File: src/rtl/edge_capture_pkg.sv
package edge_capture_pkg;

  typedef enum logic [1:0] {
    CAP_OFF  = 2'd0,
    CAP_RISE = 2'd1,
    CAP_FALL = 2'd2,
    CAP_ANY  = 2'd3
  } cap_mode_e;

  // Decide whether a detected transition is a capture event under a mode.
  function automatic logic cap_qualifies(cap_mode_e mode, logic rise, logic fall);
    logic want_rise;
    logic want_fall;
    want_rise = (mode == CAP_RISE) || (mode == CAP_ANY);
    want_fall = (mode == CAP_FALL) || (mode == CAP_ANY);
    return (rise && want_rise) || (fall && want_fall);
  endfunction

endpackage

File: src/rtl/ecap_pin_sel.sv
module ecap_pin_sel #(
  parameter int NPINS = 4,
  localparam int SEL_W = (NPINS > 1) ? $clog2(NPINS) : 1
) (
  input  logic [NPINS-1:0] pins_i,
  input  logic [SEL_W-1:0] sel_i,
  input  logic             invert_i,
  output logic             level_o
);
  always_comb begin
    level_o = pins_i[sel_i] ^ invert_i;
  end
endmodule

File: src/rtl/ecap_edge_det.sv
module ecap_edge_det (
  input  logic clk,
  input  logic rst_n,
  input  logic level_i,
  output logic rise_o,
  output logic fall_o
);
  logic prev_q;
  logic primed_q;

  always_ff @(posedge clk) begin
    if (!rst_n) begin
      prev_q   <= 1'b0;
      primed_q <= 1'b0;
    end else begin
      prev_q   <= level_i;
      primed_q <= 1'b1;
    end
  end

  always_comb begin
    rise_o = primed_q && level_i && !prev_q;
    fall_o = primed_q && !level_i && prev_q;
  end
endmodule

File: src/rtl/ecap_hold.sv
module ecap_hold #(
  parameter int CNT_W = 16
) (
  input  logic             clk,
  input  logic             rst_n,
  input  logic             evt_i,
  input  logic [CNT_W-1:0] count_i,
  input  logic             clr_i,
  output logic [CNT_W-1:0] capture_o,
  output logic             flag_o
);
  logic [CNT_W-1:0] cap_q;
  logic             flag_q;

  always_ff @(posedge clk) begin
    if (!rst_n) begin
      cap_q  <= '0;
      flag_q <= 1'b0;
    end else begin
      if (evt_i) cap_q <= count_i;
      flag_q <= evt_i || (flag_q && !clr_i);
    end
  end

  assign capture_o = cap_q;
  assign flag_o    = flag_q;
endmodule

File: src/rtl/edge_capture.sv
module edge_capture
  import edge_capture_pkg::*;
#(
  parameter int CNT_W = 16,
  parameter int NPINS = 4,
  localparam int SEL_W = (NPINS > 1) ? $clog2(NPINS) : 1
) (
  input  logic             clk,
  input  logic             rst_n,
  input  logic [NPINS-1:0] pins_i,
  input  logic [CNT_W-1:0] count_i,
  input  logic [SEL_W-1:0] pin_sel_i,
  input  logic             invert_i,
  input  logic [1:0]       edge_mode_i,
  input  logic             reload_en_i,
  input  logic             flag_clr_i,
  output logic [CNT_W-1:0] capture_o,
  output logic             edge_flag_o,
  output logic             reload_req_o
);
  logic watched_lvl;
  logic lvl_rise;
  logic lvl_fall;
  logic cap_evt;

  ecap_pin_sel #(.NPINS(NPINS)) u_sel (
    .pins_i   (pins_i),
    .sel_i    (pin_sel_i),
    .invert_i (invert_i),
    .level_o  (watched_lvl)
  );

  ecap_edge_det u_det (
    .clk     (clk),
    .rst_n   (rst_n),
    .level_i (watched_lvl),
    .rise_o  (lvl_rise),
    .fall_o  (lvl_fall)
  );

  always_comb begin
    cap_evt = cap_qualifies(cap_mode_e'(edge_mode_i), lvl_rise, lvl_fall);
  end

  ecap_hold #(.CNT_W(CNT_W)) u_hold (
    .clk       (clk),
    .rst_n     (rst_n),
    .evt_i     (cap_evt),
    .count_i   (count_i),
    .clr_i     (flag_clr_i),
    .capture_o (capture_o),
    .flag_o    (edge_flag_o)
  );

  assign reload_req_o = cap_evt && reload_en_i;
endmodule

File: config.mk
export PLATFORM = sky130hd
export DESIGN_NAME = edge_capture
export DESIGN_NICKNAME = d
export VERILOG_FILES = /design/src/rtl/edge_capture_pkg.sv /design/src/rtl/ecap_pin_sel.sv /design/src/rtl/ecap_edge_det.sv /design/src/rtl/ecap_hold.sv /design/src/rtl/edge_capture.sv
export SDC_FILE = /design/constraint.sdc
export NUM_CORES = 1
export LEC_CHECK = 0
export ABC_AREA = 1
export BUFFER_PORTS_ARGS = -buffer_cell sky130_fd_sc_hd__buf_2
export CORE_UTILIZATION = 40
export CTS_CLUSTER_SIZE = 16
export DETAILED_ROUTE_END_ITERATION = 7
export PLACE_DENSITY = 0.7
export SLEW_MARGIN = 40
export SYNTH_ARGS = -nofsm -noshare
export SYNTH_HDL_FRONTEND = slang
export SYNTH_SLANG_ARGS = --single-unit
File: constraint.sdc
create_clock -name clk -period 3.8 [get_ports clk]
set_clock_uncertainty 0.15 [all_clocks]
set_input_delay 0.38 -clock clk [delete_from_list [all_inputs] [get_ports clk]]
set_output_delay 0.38 -clock clk [all_outputs]
set_load 0.01 [all_outputs]
After elaboration in Yosys (flattened, before gate mapping)
Index checks and enable logic that the tools add are counted.
W data, S select, Z words.
Storage, ports and cells
  flip-flop bits (word level): 19
  output and inout port bits: 18
Operators by class
  equality and inequality tests: 3
  mux-type cells: 3
  reductions and logical operators: 15
  $lt $le $gt $ge: 1
  bitwise logic cells: 1
Operators with widths (count)
  $logic_and A1 B1 Y1: 8
  $eq A2 B2 Y1 const B: 2
  $logic_or A1 B1 Y1: 4
  $logic_not A1 Y1: 3
  $lt A2 B3 Y1 const B: 1
  $bmux W1 S2: 1
  $eq A2 B1 Y1 const B: 1
  $mux W1: 2
  $xor A1 B1 Y1: 1

Longest topological paths before layout
Gate-level depths: netlist of run 1.
  depth in word-level cells: 9
  depth in mapped cells: 12

Modules after synthesis
From an unflattened synthesis of run 1, not the netlist that was laid out.
Unflattened totals
  cells, all modules: 99
  area, all modules: 732.0 um^2
Modules (own cells, without submodules)
  ecap_hold: sequential area each 340.3 um^2, cells an instance 73, instances 1, area each 588.1 um^2
  ecap_edge_det: sequential area each 40.0 um^2, cells an instance 8, instances 1, area each 62.6 um^2
  ecap_pin_sel: sequential area each 0.0 um^2, cells an instance 13, instances 1, area each 57.6 um^2
  edge_capture: sequential area each 0.0 um^2, cells an instance 5, instances 1, area each 23.8 um^2

Least setup slack after synthesis of run 1
No wires, ideal clock.
  kind: input-to-output
  from: in pin_sel_i[0]
  to: out reload_req_o
  buffers on the path: 1
  cell stages on the path: 10
  data arrival time: 1262 ps
  slack: 2008 ps
  cell sequence: inv_2 nand2_1 nand3_2 nand2_2 nand2_2 nand2_2 nand2_4 nand3_4 buf_6 nor2_1
On the way
  word-level cells in the longest chain between the ends: 9
  elaborated cells between the ends (all ways): 12
  those cells by class: 2 x mux; 1 x bitwise; 9 x reduce/logical
RTL lines
  start: declaration: line edge_capture.sv:12  | input logic [SEL_W-1:0] pin_sel_i,
  $bmux W1 S2 *: line ecap_pin_sel.sv:11  | level_o = pins_i[sel_i] ^ invert_i;
  $mux W1 (implied by the code) *: line ecap_pin_sel.sv:11
  $xor A1 B1 Y1 *: line ecap_pin_sel.sv:11
  $logic_not A1 Y1: line ecap_edge_det.sv:23  | fall_o = primed_q && !level_i && prev_q;
  $logic_and A1 B1 Y1 (2 in a row): line ecap_edge_det.sv:23
  $logic_and A1 B1 Y1: line edge_capture_pkg.sv:16  | return (rise && want_rise) || (fall && want_fall);
  $logic_or A1 B1 Y1 *: line edge_capture_pkg.sv:16
  $logic_and A1 B1 Y1 *: line edge_capture.sv:55  | assign reload_req_o = cap_evt && reload_en_i;
  end: declaration: line edge_capture.sv:19  | output logic reload_req_o
Every way passes the cells marked *; elsewhere a longest branch is shown, timed or not. The select of a mux whose other input is x is not followed.

Worst setup path in the final report of run 1
Ends and elaborated chain as after synthesis.

==> results of run 1 <==
==> routing by layer <==
layer	wire length [microns]	up-vias	share of wire, %	GRT usage (%)
met5	0	-	0	0
met4	15	0	0.77	3.509
met3	110	2	5.6	5.172
met2	919	28	47	25.62
met1	904	410	46	19.79
li1	-	557	-	-
==> worst max path at each step <==
stage | slack (ps) | endpoint | cells after the start | start
floorplan | 2010 | reload_req_o | 10 | pin_sel_i[0]
global placement | 1700 | reload_req_o | 11 | pin_sel_i[0]
detailed placement | 1670 | reload_req_o | 11 | pin_sel_i[0]
CTS | 1660 | reload_req_o | 11 | pin_sel_i[0]
global route | 1500 | reload_req_o | 11 | pin_sel_i[0]
finish | 1690 | reload_req_o | 11 | pin_sel_i[0]
==> layout by cell type, fill, tap and decap left out, drive strengths merged <==
cell    netlist  layout
buf           6      46
nand2        43      43
inv          55      55
clkinv        0       1
dfxtp        19      19
nand4        16      16
nor2         18      18
nand3         5       5
a21oi         1       1
clkbuf        1       3
==> flip-flops by register name, indices dropped and copies added, names as in the netlist <==
signal	flops
u_hold.flag_o	1
u_det.primed_q	1
u_det.prev_q	1
u_hold.capture_o	16
==> layout make-up <==
cell class	count	area, sq um
multi-input cells	83	426.7
inverters	55	206.4
fillers	269	1169
repair buffers	46	230.2
well taps	30	37.54
flip-flops and latches	19	380.4
clock inverters	1	5.005
clock buffers	3	22.52
==> synth_stat cells (all sizes together) <==
master  instances
buf             6
a21oi           1
inv            55
nand4          16
nand3           5
nand2          43
nor2           18
clkbuf          1
dfxtp          19
==> where the power goes <==
group	total [W]	switching, W	internal [W]
Clock	0.0000985	0.0000594	0.0000391
Combinational	0.000130	0.0000776	0.0000528
Sequential	0.000228	0.0000102	0.000218
==> worst reg2reg max path: stages (launching register included) <==
cell and delay [ps]:
dfxtp_1 710, nand3_4 300, nand2_1 130, inv_1 50, nor2_1 100
==> cells by family (layout without fill, tap and decap cells) <==
kind of cell | count (synthesis) | after routing
flops | 19 | 19
buf+inv | 62 | 105
simple gates | 82 | 82
compound gates | 1 | 1
==> per-stage QoR <==
stage          power (W)  util [%]  hold slack (ps)  cell area, sq um
2_1_floorplan  0.0003258         -            257.7              1051
3_3_place_gp   0.0003632     51.72            311.3              1281
3_5_place_dp   0.0003646     51.72            310.5              1281
4_1_cts        0.0004665     52.83            176.3              1309
5_1_grt        0.0004929     52.83            205.4              1309
6_report       0.0004573     52.83            186.5              1309
==> results.json, run 1 <==
{
  "crit_family": "simple AND/OR/NAND/NOR gates",
  "ir_worst_vdd_uv": 300.0,
  "cts_resized": 0,
  "gr-total-overflow": 0,
  "synth_top_family_by_area": "simple AND/OR/NAND/NOR gates",
  "critical_path_buf_inv_count": 3,
  "reg2reg_slack_ps": 2320,
  "end_kind": "primary output",
  "drive_gt1_share_pct": 33.82,
  "synthToLayoutAreaGrowth_pct": 24.52,
  "numCtsBuffers": 3,
  "yosys-mux-area-fraction_pct": 0,
  "min_path_cells": 4,
  "synth_seq_cells": 19,
  "antenna_cells": 0,
  "synth_xor_area_share_pct": 0,
  "drcViolationCount": 0,
  "cp_max_fo": 18,
  "synth_fa_ha_area_share_pct": 0,
  "arrival_ps": 1580,
  "cts_tree": "done",
  "netlist_area_sq_mm": 0.001051,
  "place_congestion": 0.6919,
  "hpwlAfterDp_mm": 1.465,
  "holdPathEnd": "u_hold.flag_o$_SDFF_PN0_",
  "yosysWarnings": 0,
  "cts_root_buf": "clkbuf_4",
  "crit_top_cell": "nand2_2",
  "grt_usage_pct": 15.71,
  "fmax_ghz": 0.4729,
  "worst_hold_startpoint": "flag_clr_i",
  "core_sq_mm": 0.002477,
  "regToRegEndpoint": "u_hold.capture_o[14]$_SDFFE_PN0P_",
  "netlist_instances": 164,
  "ctsHoldBuffers": 0,
  "ioPinCount": 47,
  "antenna_left": 0,
  "drt-vias-per-instance": 4.207,
  "max_cap_violations": 0,
  "setup_slack_ps": 1685,
  "min_path_type": "in -> reg",
  "powerDensity_mw_per_mm2": 349.4,
  "cp_data_required_time_ps": 3270,
  "chipWidth_microns": 53.26,
  "row_count": 18,
  "synth_area_per_cell_sq_um": 6.409,
  "finalHoldViolations": 0,
  "cts_sinks": 19,
  "fin_crit_sh_pct": 55.65,
  "start_util_pct": 42.42,
  "h-tree-depth": 1,
  "fin_cells": 237,
  "synth_cell_type_count": 16,
  "routed_wl_mm": 1.950,
  "maxSlewViolCount": 0,
  "r2r_start": "u_det.primed_q$_DFF_P_",
  "drtIter0Drc": 16,
  "status": "finished clean",
  "clk_latency_ps": 290,
  "synth_area_leaders": "dfxtp_1 (36%), inv_1 (18%), nand2_1 (13%)",
  "antenna_found_initial": 0,
  "max_stage_delay_ps": 240,
  "cp-start-kind": "input pin",
  "setup_viol_count_final": 0,
  "rsz0062_at_grt": "false",
  "path_clk_slew_ps": 100,
  "synth_top_area_share_pct": 36.19,
  "tightest_slew_ps": 583.1,
  "placed_cells_incl_taps": 233,
  "first_pass_iters": 4,
  "crit_slowest_cell": "nand3_4",
  "die_area_sq_mm": 0.002837,
  "die_h_microns": 53.26,
  "power.leakage_nw": 0.8208,
  "period_minus_slack_ps": 2115,
  "slew_headroom_pct": 61.07,
  "reg2reg_depth": 4,
  "post-cts-setup-buffers": 0,
  "tns_ps": 0,
  "port_buffers": 46,
  "grt_pass1_wl_mm": 3.291,
  "synth-simple-area-share_pct": 40.12,
  "grt_pass1_vias": 837,
  "wl_per_cell_microns": 8.228,
  "synth_compound_area_share_pct": 0.4762,
  "synth.largest_area_cell": "dfxtp_1",
  "synth_seq_area_share_pct": 36.19,
  "dp_slack_ps": 1669,
  "layout.nets": 237,
  "num_vias": 997,
  "syn_nets": 193,
  "worstPathCellList": "buf_2 -> inv_2 -> nand2_1 -> nand3_2 -> nand2_2 -> nand2_2 -> nand2_2 -> nand2_4 -> nand3_4 -> nor2_1 -> buf_2",
  "critPathKind": "in -> out",
  "cts.path.max_buffers": 2,
  "grt_max_degree": 19
}
(Power assumes the default switching activity.)
==> run 2: changes to the inputs <==
- ABC_AREA: 1 -> 0
- PLACE_DENSITY: 0.7 -> 0.75
- clock period: 3.8 -> 2.01 ns (I/O delays scaled with it)
==> run 2 against run 1 <==
Register-to-register slack lost 1700 ps. First-iteration DRC count shrank 50%. Clock power grew 89%. Hold slack lost 130 ps. Synthesized area shrank 24%. Sequential power grew 80%.
==> results.json, run 2 <==
{
  "status": "finished clean",
  "numCtsBuffers": 3,
  "clk_latency_ps": 290,
  "maxSlewViolCount": 0,
  "synth_seq_cells": 19,
  "fmax_ghz": 0.5216,
  "drcViolationCount": 0,
  "worstPathCellList": "buf_2 -> mux4_2 -> xnor2_2 -> mux2i_2 -> and2_1 -> buf_2",
  "power.internal_w": 0.0005657,
  "min_path_type": "in -> reg",
  "yosysWarnings": 0,
  "tightest_slew_ps": 555.7,
  "synth_area_leaders": "dfxtp_1 (48%), mux2i_1 (21%), nand2_1 (15%)",
  "hpwlAfterDp_mm": 1.155,
  "largest_register_ffs": 16,
  "max_stage_delay_ps": 510,
  "die_area_sq_mm": 0.002172,
  "arrival_ps": 1570,
  "cts_root_buf": "clkbuf_4",
  "fin_crit_sh_pct": 95.38,
  "crit_top_cell": "buf_2",
  "finalHoldViolations": 0,
  "port_buffers": 46,
  "drt-vias-per-instance": 4.402,
  "cts.path.max_buffers": 2,
  "start_util_pct": 44.17,
  "cts_tree": "done",
  "routed_wl_mm": 1.798,
  "setup_viol_count_final": 0,
  "grt_max_degree": 36,
  "drtIter0Drc": 8,
  "cts_sinks": 19,
  "netlist_area_sq_um": 795.8,
  "power_switching_share_pct": 25.37,
  "fin_util_pct": 67.57,
  "ir_worst_vdd_uv": 429.8,
  "tns_ps": 0,
  "synth_seq_area_share_pct": 47.80,
  "end_kind": "primary output",
  "cp_data_required_time_ps": 1660,
  "wl_per_cell_microns": 10.64,
  "synth.largest_area_cell": "dfxtp_1",
  "seqPwrFrac_pct": 54.1,
  "synth_top_area_share_pct": 47.80,
  "h-tree-depth": 1,
  "yosys_most_used_dff": "dfxtp_1",
  "switchingPower_w": 0.0001922,
  "place_congestion": 0.6315,
  "placed_cells_incl_taps": 149,
  "netlist_instances": 82,
  "antenna_left": 0,
  "cts_resized": 0,
  "crit_family": "multiplexers",
  "fin_cells": 169,
  "ys_async_sr_fraction_pct": 0,
  "drive_gt1_share_pct": 38.19,
  "grt_usage_pct": 18.47,
  "slew_headroom_pct": 62.95,
  "ioPinCount": 47,
  "path_clk_slew_ps": 100,
  "synth_cell_type_count": 14,
  "powerDensity_mw_per_mm2": 622.5,
  "final_common_cell": "buf_2",
  "synthTopCellsByCount": "nand2_1 (32), dfxtp_1 (19), mux2i_1 (17), clkbuf_1 (4)",
  "crit_slowest_cell": "mux4_2",
  "layout.nets": 174,
  "row_count": 15,
  "power_frac_clock_pct": 24.6,
  "die_h_microns": 46.60,
  "synth_area_per_cell_sq_um": 9.704,
  "p_comb_share_pct": 21.3,
  "antenna_cells": 0,
  "total_power_w": 0.0007579,
  "dpl-instance-area_sq_mm": 0.001030,
  "most-common-layout-cells": "buf_2 (46), nand2_1 (32), dfxtp_1 (19)",
  "critPathKind": "in -> out",
  "first_pass_iters": 3,
  "postLayoutCellArea_sq_mm": 0.001217,
  "chipWidth_microns": 46.60,
  "synthToLayoutAreaGrowth_pct": 52.99,
  "num_vias": 744,
  "grt_pass1_wl_mm": 2.794,
  "synth-edff-count": 0,
  "antenna_found_initial": 0,
  "gr-total-overflow": 0,
  "cp_max_fo": 3,
  "cp-start-kind": "input pin",
  "grt_pass1_vias": 654,
  "rsz0062_at_grt": "false",
  "period_minus_slack_ps": 1917,
  "power.leakage_nw": 0.5858,
  "synth_most_common_cell": "nand2_1",
  "max_cap_violations": 0,
  "syn_nets": 111,
  "core_sq_mm": 0.001802,
  "critical_path_buf_inv_count": 2
}
[run 2: cell count changes after synthesis, moves of 3 or more]
cell,previous run,this run
nand2_2,7,0
nand2_1,35,32
inv_2,6,0
buf_2,3,0
nand3_2,3,0
clkbuf_1,1,4
nor2_1,17,0
inv_1,49,0
mux2i_1,0,17
nand4_1,16,0
[run 2: routing by layer]
layer	global-route usage [%]	up-vias	wire length, microns
li1	-	388	-
met1	21.67	329	780
met2	30.83	25	927
met3	4.706	2	79
met4	8.824	0	11
met5	0	-	0
[run 2: timing repair]
action                    4_1_cts  5_1_grt
hold endpoints to repair       15        1
hold buffers                   15        1
setup buffers                   0        0
[run 2: through the flow]
step	hold slack (ps)	setup WS, ps
6_report	58.35	92.85
4_1_cts	8.839	82.88
2_1_floorplan	78.72	95.44
3_3_place_gp	288.5	78.09
5_1_grt	48.44	22.08
3_5_place_dp	294.5	51.18
[run 2: logic make-up (layout without fill, tap and decap cells)]
kind of cell	count (synthesis)	in the layout	share of synthesized area, %
compound gates	1	1	0.9437
xor+xnor	1	1	2.045
buf+inv	6	68	5.817
flops	19	19	47.80
mux	18	18	24.21
simple gates	37	37	19.18
[run 2: worst reg2reg max path, delay by kind of cell, from the launching register on]
kind	cells	cell delay, ps
muxes	2	410
DFF	1	330
buffers and inverters	1	260
and+or+nand+nor	1	160
[run 2: cell type report]
class | instances | area, sq um
multi-input combinational | 57 | 372.9
clock buffer | 3 | 22.52
clock inverter | 1 | 5.005
fill | 155 | 584.3
sequential | 19 | 380.4
tap | 25 | 31.28
timing repair buffer | 64 | 405.4
[run 2: path summary, 6_finish.rpt]
check	start	to	slack, ps	cells past startpoint
max reg2reg	u_det.prev_q$_SDFF_PN0_	u_hold.capture_o[0]$_SDFFE_PN0P_	630	4
min	flag_clr_i	u_hold.flag_o$_SDFF_PN0_	60	3
min reg2reg	u_hold.capture_o[15]$_SDFFE_PN0P_	u_hold.capture_o[15]$_SDFFE_PN0P_	310	2
max	pin_sel_i[0]	reload_req_o	90	6
[run 2: power by group through the flow]
stage | registers (W) | clock network, W | logic [W]
2_1_floorplan | 0.000428 | 0 | 0.0000777
3_3_place_gp | 0.000418 | 0 | 0.000134
3_5_place_dp | 0.000418 | 0 | 0.000138
4_1_cts | 0.000410 | 0.000196 | 0.000160
5_1_grt | 0.000413 | 0.000212 | 0.000176
6_report | 0.000410 | 0.000186 | 0.000161
==> run 3: changes to the inputs <==
- REMOVE_ABC_BUFFERS: not set -> 1
- SYNTH_HIERARCHICAL: not set -> 1
==> run 3 against run 2 <==
Register-to-register slack lost 120 ps. Clock-buffer cell count unchanged. Sequential share of layout area rose by 4.9 points. Cell count fell by 18%. Maximum frequency fell by 1.5%. Non-clock buffer count down 15. Global-route usage decreased by 5.1 points. Synthesized cell count fell by 23%. Sequential power hardly changed. Critical path type unchanged. Largest cell class is now sequential cells.
==> results.json, run 3 <==
{
  "status": "finished clean",
  "antenna_left": 0,
  "finalHoldViolations": 0,
  "yosysWarnings": 6,
  "setup_viol_count_final": 0,
  "slew_headroom_pct": 83.53,
  "synth_area_leaders": "dfxtp_1 (50%), mux2i_1 (21%), nor2b_1 (14%)",
  "grt_max_degree": 20,
  "worstPathCellList": "buf_2 -> mux4_2 -> xor2_2 -> and3b_1 -> a22o_1 -> and2_1 -> buf_2",
  "synth_area_per_cell_sq_um": 12.08,
  "tightest_slew_ps": 247.0,
  "max_cap_violations": 0,
  "cp_data_required_time_ps": 1660,
  "min_path_type": "in -> reg",
  "antenna_found_initial": 0,
  "layout.nets": 143,
  "cp_max_fo": 3,
  "netlist_area_sq_um": 760.7,
  "power_switching_share_pct": 24.54,
  "synth_most_common_cell": "dfxtp_1",
  "fmax_ghz": 0.5136,
  "arrival_ps": 1600,
  "gr-total-overflow": 0,
  "switchingPower_w": 0.0001796,
  "synth_seq_cells": 19,
  "ys_async_sr_fraction_pct": 0,
  "seqPwrFrac_pct": 55.8,
  "row_count": 15,
  "power_frac_clock_pct": 25.3,
  "period_minus_slack_ps": 1947,
  "port_buffers": 46,
  "drtIter0Drc": 2,
  "power.leakage_nw": 0.4961,
  "place_congestion": 0.6525,
  "h-tree-depth": 1,
  "synth.largest_area_cell": "dfxtp_1",
  "most-common-layout-cells": "buf_2 (45), dfxtp_1 (19), nor2b_1 (17)",
  "clk_latency_ps": 280,
  "synthTopCellsByCount": "dfxtp_1 (19), nor2b_1 (17), mux2i_1 (16), and3b_1 (2)",
  "powerDensity_mw_per_mm2": 696.5,
  "die_h_microns": 45.61,
  "hpwlAfterDp_mm": 1.040,
  "cts_tree": "done",
  "synthToLayoutAreaGrowth_pct": 38.16,
  "num_vias": 612,
  "fin_crit_sh_pct": 96.86,
  "cts_root_buf": "clkbuf_4",
  "routed_wl_mm": 1.326,
  "synth_top_area_share_pct": 50.00,
  "end_kind": "primary output",
  "critPathKind": "in -> out",
  "drcViolationCount": 0,
  "drive_gt1_share_pct": 49.56,
  "cts.path.max_buffers": 2,
  "ioPinCount": 47,
  "final_common_cell": "buf_2",
  "max_stage_delay_ps": 480,
  "first_pass_iters": 2,
  "core_sq_mm": 0.001745,
  "fin_util_pct": 60.22,
  "wl_per_cell_microns": 9.609,
  "rsz0062_at_grt": "false",
  "ir_worst_vdd_uv": 438.8,
  "numCtsBuffers": 3,
  "crit_top_cell": "buf_2",
  "chipWidth_microns": 45.61,
  "tns_ps": 0,
  "largest_register_ffs": 16,
  "yosys_most_used_dff": "dfxtp_1",
  "p_comb_share_pct": 18.9,
  "antenna_cells": 0,
  "grt_pass1_vias": 512,
  "cp-start-kind": "input pin",
  "grt_usage_pct": 13.38,
  "path_clk_slew_ps": 110,
  "synth-edff-count": 0,
  "synth_cell_type_count": 13,
  "start_util_pct": 43.58,
  "die_area_sq_mm": 0.002080,
  "drt-vias-per-instance": 4.435,
  "power.internal_w": 0.0005524,
  "netlist_instances": 63,
  "synth_seq_area_share_pct": 50.00,
  "cts_sinks": 19,
  "maxSlewViolCount": 0,
  "grt_pass1_wl_mm": 2.014,
  "crit_slowest_cell": "mux4_2"
}
run 3: path summary, 6_finish.rpt:
kind                                                          end  cells past startpoint                         startpoint  slack (ps)
worst max register to register   u_hold/capture_o[6]$_SDFFE_PN0P_                      6            u_det/prev_q$_SDFF_PN0_         510
worst min register to register  u_hold/capture_o[14]$_SDFFE_PN0P_                      2  u_hold/capture_o[14]$_SDFFE_PN0P_         370
worst min-delay path            u_hold/capture_o[14]$_SDFFE_PN0P_                      3                        count_i[14]          10
worst max-delay path                                 reload_req_o                      7                          pins_i[3]          60
run 3: cell type report:
type / instances / area [sq um]
fill: 164 / 694.4
sequential: 19 / 380.4
multi-input combinational: 41 / 352.8
timing repair buffer: 49 / 259.0
tap: 25 / 31.28
clock buffer: 3 / 22.52
clock inverter: 1 / 5.005
run 3: worst max-delay path, delay by kind of cell:
family	cells	cell delay (ps)
and+or+nand+nor	2	330
buffers and inverters	2	220
muxes	1	480
AOI/OAI and AO/OA	1	190
xor gates and xnor gates	1	170
run 3: power groups by stage:
stage / Clock (W) / Combinational, W / Sequential [W]
CTS: 0.000190 / 0.000141 / 0.000409
global placement: 0 / 0.000132 / 0.000416
floorplan: 0 / 0.0000637 / 0.000426
global route: 0.000204 / 0.000152 / 0.000411
detailed placement: 0 / 0.000135 / 0.000417
finish: 0.000186 / 0.000138 / 0.000408
run 3: what timing repair did:
item / in CTS / in global routing
setup endpoints to repair: 1 / 1
hold buffers: 0 / 0
pin swaps: 4 / 1
resized for setup: 2 / 0
setup buffers: 1 / 0
hold endpoints to repair: 0 / 0
run 3: cells by family (layout without fill, tap and decap cells):
group           after synthesis  in the layout  synth area share (%)
compound gates                2              2                 2.139
xor+xnor                      1              1                 1.152
buf+inv                       3             53                 4.605
flops                        19             19                 50.00
mux                          17             17                 24.01
simple gates                 21             21                 18.09
run 3: metrics by stage:
stage / area (sq um) / power [W] / worst slack [ps] / hold slack, ps / std cells
finish: 1051 / 0.0007320 / 63.03 / 10.94 / 138
CTS: 1051 / 0.0007399 / 17.51 / 9.482 / 138
floorplan: 725.7 / 0.0004898 / -277.5 / 78.72 / 60
global placement: 1002 / 0.0005481 / -23.99 / 306.9 / 133
global route: 1051 / 0.0007671 / 3.098 / 7.796 / 138
detailed placement: 1002 / 0.0005521 / -119.4 / 316.0 / 133
run 3: per-layer routing:
metal	vias to the layer above	share of wire (%)	track usage [%]	wire length [microns]
met1	266	46	16.46	605
met5	-	0	0	0
met4	0	0.90	7.273	12
li1	313	-	-	-
met3	2	9.3	3.175	123
met2	31	44	21.43	584
